--- config.mk ---
export PLATFORM = sky130hd
export DESIGN_NAME = selftest_seq
export DESIGN_NICKNAME = d
export VERILOG_FILES = /design/src/rtl/selftest_pkg.sv /design/src/rtl/selftest_ctrl.sv /design/src/rtl/selftest_dp.sv /design/src/rtl/selftest_seq.sv
export SDC_FILE = /design/constraint.sdc
export NUM_CORES = 1
export LEC_CHECK = 0
export BUFFER_PORTS_ARGS = -buffer_cell sky130_fd_sc_hd__buf_4
export CORE_MARGIN = 4
export CORE_UTILIZATION = 34
export CTS_CLUSTER_SIZE = 16
export DETAILED_ROUTE_END_ITERATION = 7
export GPL_TIMING_DRIVEN = 0
export HOLD_SLACK_MARGIN = 0.12
export PLACE_DENSITY = 0.67
export SYNTH_ARGS = -nofsm -noshare
export SYNTH_HDL_FRONTEND = slang
export SYNTH_SLANG_ARGS = --single-unit
--- constraint.sdc ---
create_clock -name clk -period 2.1 [get_ports clk]
set_clock_uncertainty 0.2 [all_clocks]
set_input_delay 0.21 -clock clk [delete_from_list [all_inputs] [get_ports clk]]
set_output_delay 0.21 -clock clk [all_outputs]
set_load 0.1 [all_outputs]
--- src/rtl/selftest_pkg.sv ---
package selftest_pkg;

  localparam logic [7:0] FAIL_CODE   = 8'd57;
  localparam logic [7:0] LOOP_VALUE  = 8'h55;
  localparam logic [7:0] OFS_CMD     = 8'h00;
  localparam logic [7:0] OFS_LOOP    = 8'h01;
  localparam logic [7:0] OFS_STATUS  = 8'h0B;

  typedef enum logic [1:0] {
    STG_READY  = 2'd0,
    STG_STATUS = 2'd1,
    STG_LOOP   = 2'd2,
    STG_CMD    = 2'd3
  } stage_e;

  typedef enum logic [1:0] {
    SEL_CMD    = 2'd0,
    SEL_LOOP   = 2'd1,
    SEL_STATUS = 2'd2
  } addrSel_e;

  typedef struct packed {
    logic     rd;
    logic     wr;
    addrSel_e addrSel;
    logic     cntClr;
    logic     clrErr;
    logic     setFail;
    stage_e   stage;
  } strobe_t;

endpackage

--- src/rtl/selftest_ctrl.sv ---
module selftest_ctrl
  import selftest_pkg::*;
(
  input  logic    clk,
  input  logic    rstN,
  input  logic    start,
  input  logic    devReady,
  input  logic    readyExpired,
  input  logic    cmdExpired,
  input  logic    rdZero,
  input  logic    rdPattern,
  output strobe_t stb,
  output logic    done
);

  typedef enum logic [3:0] {
    S_IDLE, S_WAIT_RDY, S_RD_STAT, S_CHK_STAT, S_WR_LOOP, S_RD_LOOP,
    S_CHK_LOOP, S_WR_CMD, S_POLL_RD, S_POLL_CHK, S_DONE
  } state_e;

  state_e state, stateNext;

  always_ff @(posedge clk) begin
    if (!rstN) state <= S_IDLE;
    else       state <= stateNext;
  end

  always_comb begin
    stateNext   = state;
    stb         = '0;
    stb.addrSel = SEL_CMD;
    stb.stage   = STG_READY;
    done        = 1'b0;
    unique case (state)
      S_IDLE: if (start) begin
        stb.cntClr = 1'b1;
        stb.clrErr = 1'b1;
        stateNext  = S_WAIT_RDY;
      end
      S_WAIT_RDY: begin
        if (devReady) stateNext = S_RD_STAT;
        else if (readyExpired) begin
          stb.setFail = 1'b1;
          stb.stage   = STG_READY;
          stateNext   = S_DONE;
        end
      end
      S_RD_STAT: begin
        stb.rd      = 1'b1;
        stb.addrSel = SEL_STATUS;
        stateNext   = S_CHK_STAT;
      end
      S_CHK_STAT: begin
        if (rdZero) stateNext = S_WR_LOOP;
        else begin
          stb.setFail = 1'b1;
          stb.stage   = STG_STATUS;
          stateNext   = S_DONE;
        end
      end
      S_WR_LOOP: begin
        stb.wr      = 1'b1;
        stb.addrSel = SEL_LOOP;
        stateNext   = S_RD_LOOP;
      end
      S_RD_LOOP: begin
        stb.rd      = 1'b1;
        stb.addrSel = SEL_LOOP;
        stateNext   = S_CHK_LOOP;
      end
      S_CHK_LOOP: begin
        if (rdPattern) stateNext = S_WR_CMD;
        else begin
          stb.setFail = 1'b1;
          stb.stage   = STG_LOOP;
          stateNext   = S_DONE;
        end
      end
      S_WR_CMD: begin
        stb.wr      = 1'b1;
        stb.addrSel = SEL_CMD;
        stb.cntClr  = 1'b1;
        stateNext   = S_POLL_RD;
      end
      S_POLL_RD: begin
        stb.rd      = 1'b1;
        stb.addrSel = SEL_CMD;
        stateNext   = S_POLL_CHK;
      end
      S_POLL_CHK: begin
        if (rdZero) stateNext = S_DONE;
        else if (cmdExpired) begin
          stb.setFail = 1'b1;
          stb.stage   = STG_CMD;
          stateNext   = S_DONE;
        end else stateNext = S_POLL_RD;
      end
      S_DONE: begin
        done      = 1'b1;
        stateNext = S_IDLE;
      end
      default: stateNext = S_IDLE;
    endcase
  end

endmodule

--- src/rtl/selftest_dp.sv ---
module selftest_dp
  import selftest_pkg::*;
#(
  parameter int unsigned ADDR_W        = 9,
  parameter int unsigned READY_TIMEOUT = 1_500_000_000,
  parameter int unsigned CMD_TIMEOUT   = 100_000,
  parameter logic [7:0]  CMD_CODE      = 8'h85
) (
  input  logic              clk,
  input  logic              rstN,
  input  strobe_t           stb,
  input  logic [7:0]        memRdata,
  output logic              memReq,
  output logic              memWe,
  output logic [ADDR_W-1:0] memAddr,
  output logic [7:0]        memWdata,
  output logic              readyExpired,
  output logic              cmdExpired,
  output logic              rdZero,
  output logic              rdPattern,
  output logic              errFlag,
  output logic [7:0]        errCode,
  output logic [1:0]        errStage
);

  localparam int unsigned MAX_T = (READY_TIMEOUT > CMD_TIMEOUT) ? READY_TIMEOUT : CMD_TIMEOUT;
  localparam int unsigned CNT_W = $clog2(MAX_T) + 1;
  localparam logic [CNT_W-1:0] CNT_MAX   = '1;
  localparam logic [CNT_W-1:0] READY_LIM = CNT_W'(READY_TIMEOUT - 1);
  localparam logic [CNT_W-1:0] CMD_LIM   = CNT_W'(CMD_TIMEOUT);

  logic [CNT_W-1:0] cycCnt;

  always_ff @(posedge clk) begin
    if (!rstN)                 cycCnt <= '0;
    else if (stb.cntClr)       cycCnt <= '0;
    else if (cycCnt != CNT_MAX) cycCnt <= cycCnt + 1'b1;
  end

  assign readyExpired = (cycCnt == READY_LIM);
  assign cmdExpired   = (cycCnt >= CMD_LIM);
  assign rdZero       = (memRdata == 8'h00);
  assign rdPattern    = (memRdata == LOOP_VALUE);

  always_comb begin
    unique case (stb.addrSel)
      SEL_LOOP:   memAddr = ADDR_W'(OFS_LOOP);
      SEL_STATUS: memAddr = ADDR_W'(OFS_STATUS);
      default:    memAddr = ADDR_W'(OFS_CMD);
    endcase
  end

  assign memReq   = stb.rd | stb.wr;
  assign memWe    = stb.wr;
  assign memWdata = (stb.addrSel == SEL_LOOP) ? LOOP_VALUE : CMD_CODE;

  always_ff @(posedge clk) begin
    if (!rstN || stb.clrErr) begin
      errFlag  <= 1'b0;
      errStage <= 2'd0;
    end else if (stb.setFail) begin
      errFlag  <= 1'b1;
      errStage <= stb.stage;
    end
  end

  assign errCode = errFlag ? FAIL_CODE : 8'h00;

endmodule

--- src/rtl/selftest_seq.sv ---
module selftest_seq
  import selftest_pkg::*;
#(
  parameter int unsigned ADDR_W        = 9,
  parameter int unsigned READY_TIMEOUT = 1_500_000_000,
  parameter int unsigned CMD_TIMEOUT   = 100_000,
  parameter logic [7:0]  CMD_CODE      = 8'h85
) (
  input  logic              clk,
  input  logic              rstN,
  input  logic              start,
  input  logic              devReady,
  output logic              memReq,
  output logic              memWe,
  output logic [ADDR_W-1:0] memAddr,
  output logic [7:0]        memWdata,
  input  logic [7:0]        memRdata,
  output logic              done,
  output logic              errFlag,
  output logic [7:0]        errCode,
  output logic [1:0]        errStage
);

  // the command code must be one the controller accepts
  if (CMD_CODE < 8'h80 || CMD_CODE > 8'h89) begin : g_badCmd
    $error("CMD_CODE outside 0x80..0x89");
  end

  strobe_t stb;
  logic readyExpired, cmdExpired, rdZero, rdPattern;

  selftest_ctrl ctrl_i (
    .clk(clk), .rstN(rstN), .start(start), .devReady(devReady),
    .readyExpired(readyExpired), .cmdExpired(cmdExpired),
    .rdZero(rdZero), .rdPattern(rdPattern), .stb(stb), .done(done)
  );

  selftest_dp #(
    .ADDR_W(ADDR_W), .READY_TIMEOUT(READY_TIMEOUT),
    .CMD_TIMEOUT(CMD_TIMEOUT), .CMD_CODE(CMD_CODE)
  ) dp_i (
    .clk(clk), .rstN(rstN), .stb(stb), .memRdata(memRdata),
    .memReq(memReq), .memWe(memWe), .memAddr(memAddr), .memWdata(memWdata),
    .readyExpired(readyExpired), .cmdExpired(cmdExpired),
    .rdZero(rdZero), .rdPattern(rdPattern),
    .errFlag(errFlag), .errCode(errCode), .errStage(errStage)
  );

endmodule

=== Word level (Yosys, flattened, before mapping) ===
Cells that the tools add are included.

* Flip-flop bits (word level): 39
* Word-level logic and storage cells: 59
* Input port bits: 12
* Output and inout bits: 31

* Mux-type cells: 25
* Reduce and logical (&&, ||, !) cells: 9
* Eq/ne operators: 17
* Magnitude comparators: 1
* Bitwise operators: 2
* Add/sub/neg operators: 1

{| class="wikitable"
|+ Operators with widths
! operator !! number
|-
| $pmux 4 s10 || 1
|-
| $add 32x1->32 const B || 1
|-
| $eq 32x31->1 const B || 1
|-
| $ge 32x17->1 const B || 1
|-
| $ne 32x32->1 const B || 1
|-
| $mux 4 || 6
|-
| $mux 3 || 6
|-
| $eq 4x3->1 const B || 4
|-
| $eq 4x4->1 const B || 3
|-
| $pmux 3 s4 || 1
|-
| $eq 4x2->1 const B || 2
|-
| $eq 8x7->1 const B || 1
|-
| $logic_not 8->1 || 1
|-
| $mux 8 || 1
|-
| $pmux 4 s2 || 1
|-
| $mux 6 || 1
|-
| $reduce_or 2->1 || 3
|-
| $eq 4x1->1 const B || 1
|-
| $logic_not 4->1 || 1
|-
| $mux 1 || 4
|-
| $mux 2 || 2
|-
| $pmux 2 s2 || 1
|-
| $ne 3x2->1 const B || 1
|-
| $reduce_or 3->1 || 1
|-
| 9 further kinds || 9
|}

=== Logic depth before layout (Yosys ltp) ===
* Word-level depth: 5
* Mapped depth: 8
* Depth with buffers taken out: 6

=== Hierarchy ===
A second synthesis with hierarchy kept.

* Cell total of the unflattened synthesis: 318
* Area, all modules: 2534.9 um2

{| class="wikitable"
|+ By module, submodules not included
! module !! times used !! sequential area each (um2) !! cells each !! area each (um2)
|-
| selftest_dp || 1 || 700.7 || 256 || 2100.8
|-
| selftest_ctrl || 1 || 80.1 || 62 || 434.2
|}

=== Worst setup path after synthesis ===
Ideal clock, no wire load.

* Path kind: register to output
* From: register ctrl_i.state[1]
* To: output done
* Setup slack: -1.970 ns
* Data arrival time: 3.660 ns
* Buffers on the path: 1
* Cell stages (with the launch flop): 4
* Required time: 1.690 ns
* Cells stage by stage: dfxtp_1 -> buf_2 -> inv_1 -> nor4b_1

* Word-level cells in the longest chain between the ends: 2

{| class="wikitable"
|+ RTL lines
! element !! RTL line !! RTL
|-
| start: declaration || selftest_ctrl.sv:21 || <nowiki>state_e state, stateNext;</nowiki>
|-
| start signal: assignment || selftest_ctrl.sv:25 || <nowiki>else state <= stateNext;</nowiki>
|-
| $eq 4x4->1 || selftest_ctrl.sv:34 || <nowiki>unique case (state)</nowiki>
|-
| $mux 1 || selftest_ctrl.sv:34 ||
|-
| end: declaration || selftest_seq.sv:18 || <nowiki>output logic done,</nowiki>
|}

No other way between the ends.

=== Worst setup path after layout ===
* From: register dp_i.cycCnt[17]
* To: register dp_i.errStage[0]

* Word-level cells in the longest chain between the ends: 4
* Elaborated cells on any way between the ends: 7
* Those cells by class: 1 x order compare; 1 x eq/ne; 5 x mux

{| class="wikitable"
|+ RTL lines
! element !! RTL line !! RTL
|-
| start: declaration || selftest_dp.sv:32 || <nowiki>logic [CNT_W-1:0] cycCnt;</nowiki>
|-
| start signal: assignment || selftest_dp.sv:37 || <nowiki>else if (cycCnt != CNT_MAX) cycCnt <= cycCnt + 1'b1;</nowiki>
|-
| $ge 32x17->1 / $eq 32x31->1 (equally long branches) || selftest_dp.sv:41, selftest_dp.sv:40 ||
|-
| $mux 3 (on tied branches) || selftest_ctrl.sv:92, selftest_ctrl.sv:42 ||
|-
| $mux 3 (on tied branches) || selftest_ctrl.sv:91, selftest_ctrl.sv:41 ||
|-
| $pmux 3 s4 * || selftest_ctrl.sv:34 ||
|-
| end signal: assignment || selftest_dp.sv:63 || <nowiki>errStage <= stb.stage;</nowiki>
|-
| end: declaration || selftest_dp.sv:23 || <nowiki>output logic [1:0] errStage</nowiki>
|}

Mark *: on every way between the ends. The rest lies on a longest branch, timed or not.
A chain may end at the register's enable or synchronous reset.

==> out/results.tsv <==
stage	metric	value	unit
synth	Post-synth EDFFs	0	
drt	DRT Wirelength	6.75	mm
layout	commonest non-fill, non-tap cell in the layout	buf_4	
setup_path	Critical path origin	dp_i.cycCnt[17]$_SDFFE_PP0P_	
synth	post-synthesis cell type count	56	
global_routing	initial antenna violation count	0	
hold_path	worst hold path class	in2reg	
synth	Syn Std Cell Area	2560	um^2
power	Lkg Pwr	1.32	nW
place	GP Congestion	0.887	
power	Clock power frac	31.4	%
cts	TritonCTS buffer count	5	
cts	Bufs on Longest Clock Path	2	
synth	syn avg cell area	7.92	um^2
setup_path	Largest stage delay, worst path	0.40	ns
layout	area growth from synthesis to layout	35.4	%
cts	Skew-Pair Late Insertion Delay	0.29	ns
drt	DRC Markers	0	
power	PD cells	510	nW/um^2
setup_path	CP Class	reg2reg	
synth	post-synthesis cell count	324	
die	area of the die	9000	um^2
global_routing	largest net degree at the start of global routing	12	
layout	layout cell share with drive strength beyond 1	37.7	%
place	Placed Cells	463	
die	Die Width	94.9	um
sta	Tmin final	2.10	ns
setup_path	CP max FO	7	
sta	fin crit share	99.8	%
sta	Fmax achieved	0.477	GHz
synth	Seq/Total Area, Yosys	30.4	%
global_routing	total gr overflow	0	
power	sw power	0.597	mW
synth	synth warn	0	
global_routing	gr usage total	14.6	%
setup_path	Worst R2R Start	dp_i.cycCnt[17]$_SDFFE_PP0P_	
synth	Synth Register Bits	39	
power	Gate power share	25.7	%
setup_path	CP arrival	2.07	ns
power	peak supply drop	0.000308	V
place	detailed placer's ending HPWL	4.54	mm
cts	CTS tree	yes	
setup_path	worst-path cell chain	nor4_2, and3_1, nand4_1, o211a_1, o31a_1	
setup_path	nature of the critical path endpoint	register	
cts	Root Driver	clkbuf_8	
die	top-level I/O count	43	
layout	diode count	0	
drt	1st-pass router iterations	4	
synth	ys flop type	dfxtp_1	
die	# rows	31	
outcome	status	completed	
layout	Final Core Density	47.6	%
layout	most frequent cells in the layout	buf_4 (68), a21oi_1 (25), nand2_1 (21), dfxtp_2 (21), nor2_1 (19)	
sta	unrepaired setup endpoints after global routing	true	
power	overall power	1.77	mW
sta	final slew viol count	0	
cts	Reg clk slew, reported paths	0.08	ns
synth	async set-or-reset flop fraction in the synthesized netlist	0	%
drt	number of routed nets with antenna violations	0	
setup_path	WP data required	2.08	ns
die	Initial Util	35.2	%
place	DP Worst Slack	-0.313	ns
run	maxcap violations	0	
power	Sw Ratio	33.7	%
setup_path	Critical-path top delay cell	nor4_2	
place	IO buf count	27	
setup_path	Worst Setup Start Kind	register	
drt	DRT iter0 DRCs	195	
drt	vias	2601	
power	Seq pwr share	42.8	%
sta	Hold Vio Cnt, Final	0	
cts	htree depth	2	
die	die height	94.9	um
drt	via-per-instance ratio	5.29	
layout	fin nets	408	
layout	Layout Cells excl Fill	492	
power	Internal Power	1.17	mW
global_routing	global-route wire length before repair	10.7	mm
cts	Sink Count	39	
global_routing	vias in the first global route	2336	
hold_path	Hold Path Origin	memRdata[7]	
sta	crit path setup slack, layout	0.00436	ns
die	CORE AREA	7290	um^2
sta	Final setup viols	0	
drt	DR WL/cell	13.7	um
==> power groups by stage <==
stage | logic, mW | registers (mW) | clock network, mW
2_1_floorplan | 0.339 | 0.784 | 0
3_3_place_gp | 0.408 | 0.777 | 0
3_5_place_dp | 0.412 | 0.778 | 0
4_1_cts | 0.430 | 0.761 | 0.571
5_1_grt | 0.482 | 0.761 | 0.605
6_report | 0.456 | 0.758 | 0.557
==> final cells by class <==
cell class                      count  area (um^2)
Buffer                             35          277
Clock buffer                        8          100
Fill cell                         709         3820
Inverter                           15         60.1
Multi-Input combinational cell    247         1680
Sequential cell                    39          826
Tap cell                           99          124
Timing Repair Buffer               49          405
==> stage by stage <==
| stage | cell area [um^2] | TNS [ns] | hold slack [ns] |
|---|---|---|---|
| finish | 3470 | 0 | 0.134 |
| global route | 3470 | -0.443 | 0.172 |
| CTS | 3220 | 0 | 0.141 |
| detailed placement | 2980 | -3.64 | 0.290 |
| global placement | 2980 | -2.42 | 0.281 |
| floorplan | 2650 | -1.34 | 0.161 |
==> registers in the layout, indices dropped and copies added, names as in the netlist <==
register	flops
dp_i.errStage	2
dp_i.cycCnt	32
ctrl_i.state	4
dp_i.errFlag	1
==> cell usage after synthesis, drive strengths merged (3+ instances only) <==
master | number | area share [%]
or4 | 6 | 1.9
a21oi | 26 | 5.1
nand3 | 15 | 2.9
clkbuf | 4 | 0.59
buf | 32 | 8.8
xnor2 | 10 | 3.4
dfxtp | 39 | 30
o21ai | 18 | 3.5
o211ai | 3 | 0.88
inv | 15 | 2.2
a211oi | 4 | 1.2
and4 | 4 | 1.4
and2 | 10 | 2.4
nor3 | 7 | 1.8
or3 | 11 | 2.7
nand4 | 12 | 3.5
and3 | 8 | 2.0
nand2 | 21 | 3.1
ha | 4 | 2.0
o31a | 3 | 1.0
o31ai | 5 | 1.5
nor2 | 21 | 3.1
nor4 | 9 | 2.4
==> cells by family (layout without fill, tap and decap cells) <==
kind of cell / Yosys count / in the layout / share of synthesized area (%)
AOI/OAI and AO/OA: 78 / 78 / 19.7
xor gates and xnor gates: 10 / 10 / 3.41
adders and majority gates: 4 / 4 / 1.95
buffers and inverters: 51 / 107 / 11.6
DFF: 39 / 39 / 30.4
muxes: 2 / 2 / 0.781
other: 2 / 15 / 0.293
and+or+nand+nor: 138 / 138 / 31.9
==> layer usage <==
layer / track usage [%] / vias to the layer above / wire length, um
met5: 0 / - / 0
met4: 4.81 / 0 / 73
met3: 2.95 / 10 / 429
met2: 25.0 / 82 / 3350
met1: 18.2 / 1223 / 2890
li1: - / 1286 / -
==> critical path, delay by kind of cell, from the launching register on <==
kind	cells	cell delay, ns
AO/OA/AOI/OAI	2	0.56
flip-flops	1	0.37
AND/OR/NAND/NOR	3	0.86
==> worst paths after layout <==
kind                                        end  slack [ns]  depth (start not counted)
setup / recovery  dp_i.errStage[0]$_SDFFE_PP0P_       0.004                          5
hold / removal     ctrl_i.state[2]$_SDFFE_PN0P_        0.13                          5
setup reg to reg  dp_i.errStage[0]$_SDFFE_PP0P_       0.004                          5
hold reg to reg     dp_i.cycCnt[9]$_SDFFE_PP0P_        0.29                          2
==> timing repair <==
item,CTS,global route
hold buffers,3,0
cloned,1,0
endpoints found under the setup margin,36,39
endpoints found under the hold margin,6,0
gates resized for setup,22,67
setup buffers,6,12
pin swaps,5,11
Note: power is estimated with default switching activity, not from simulation.
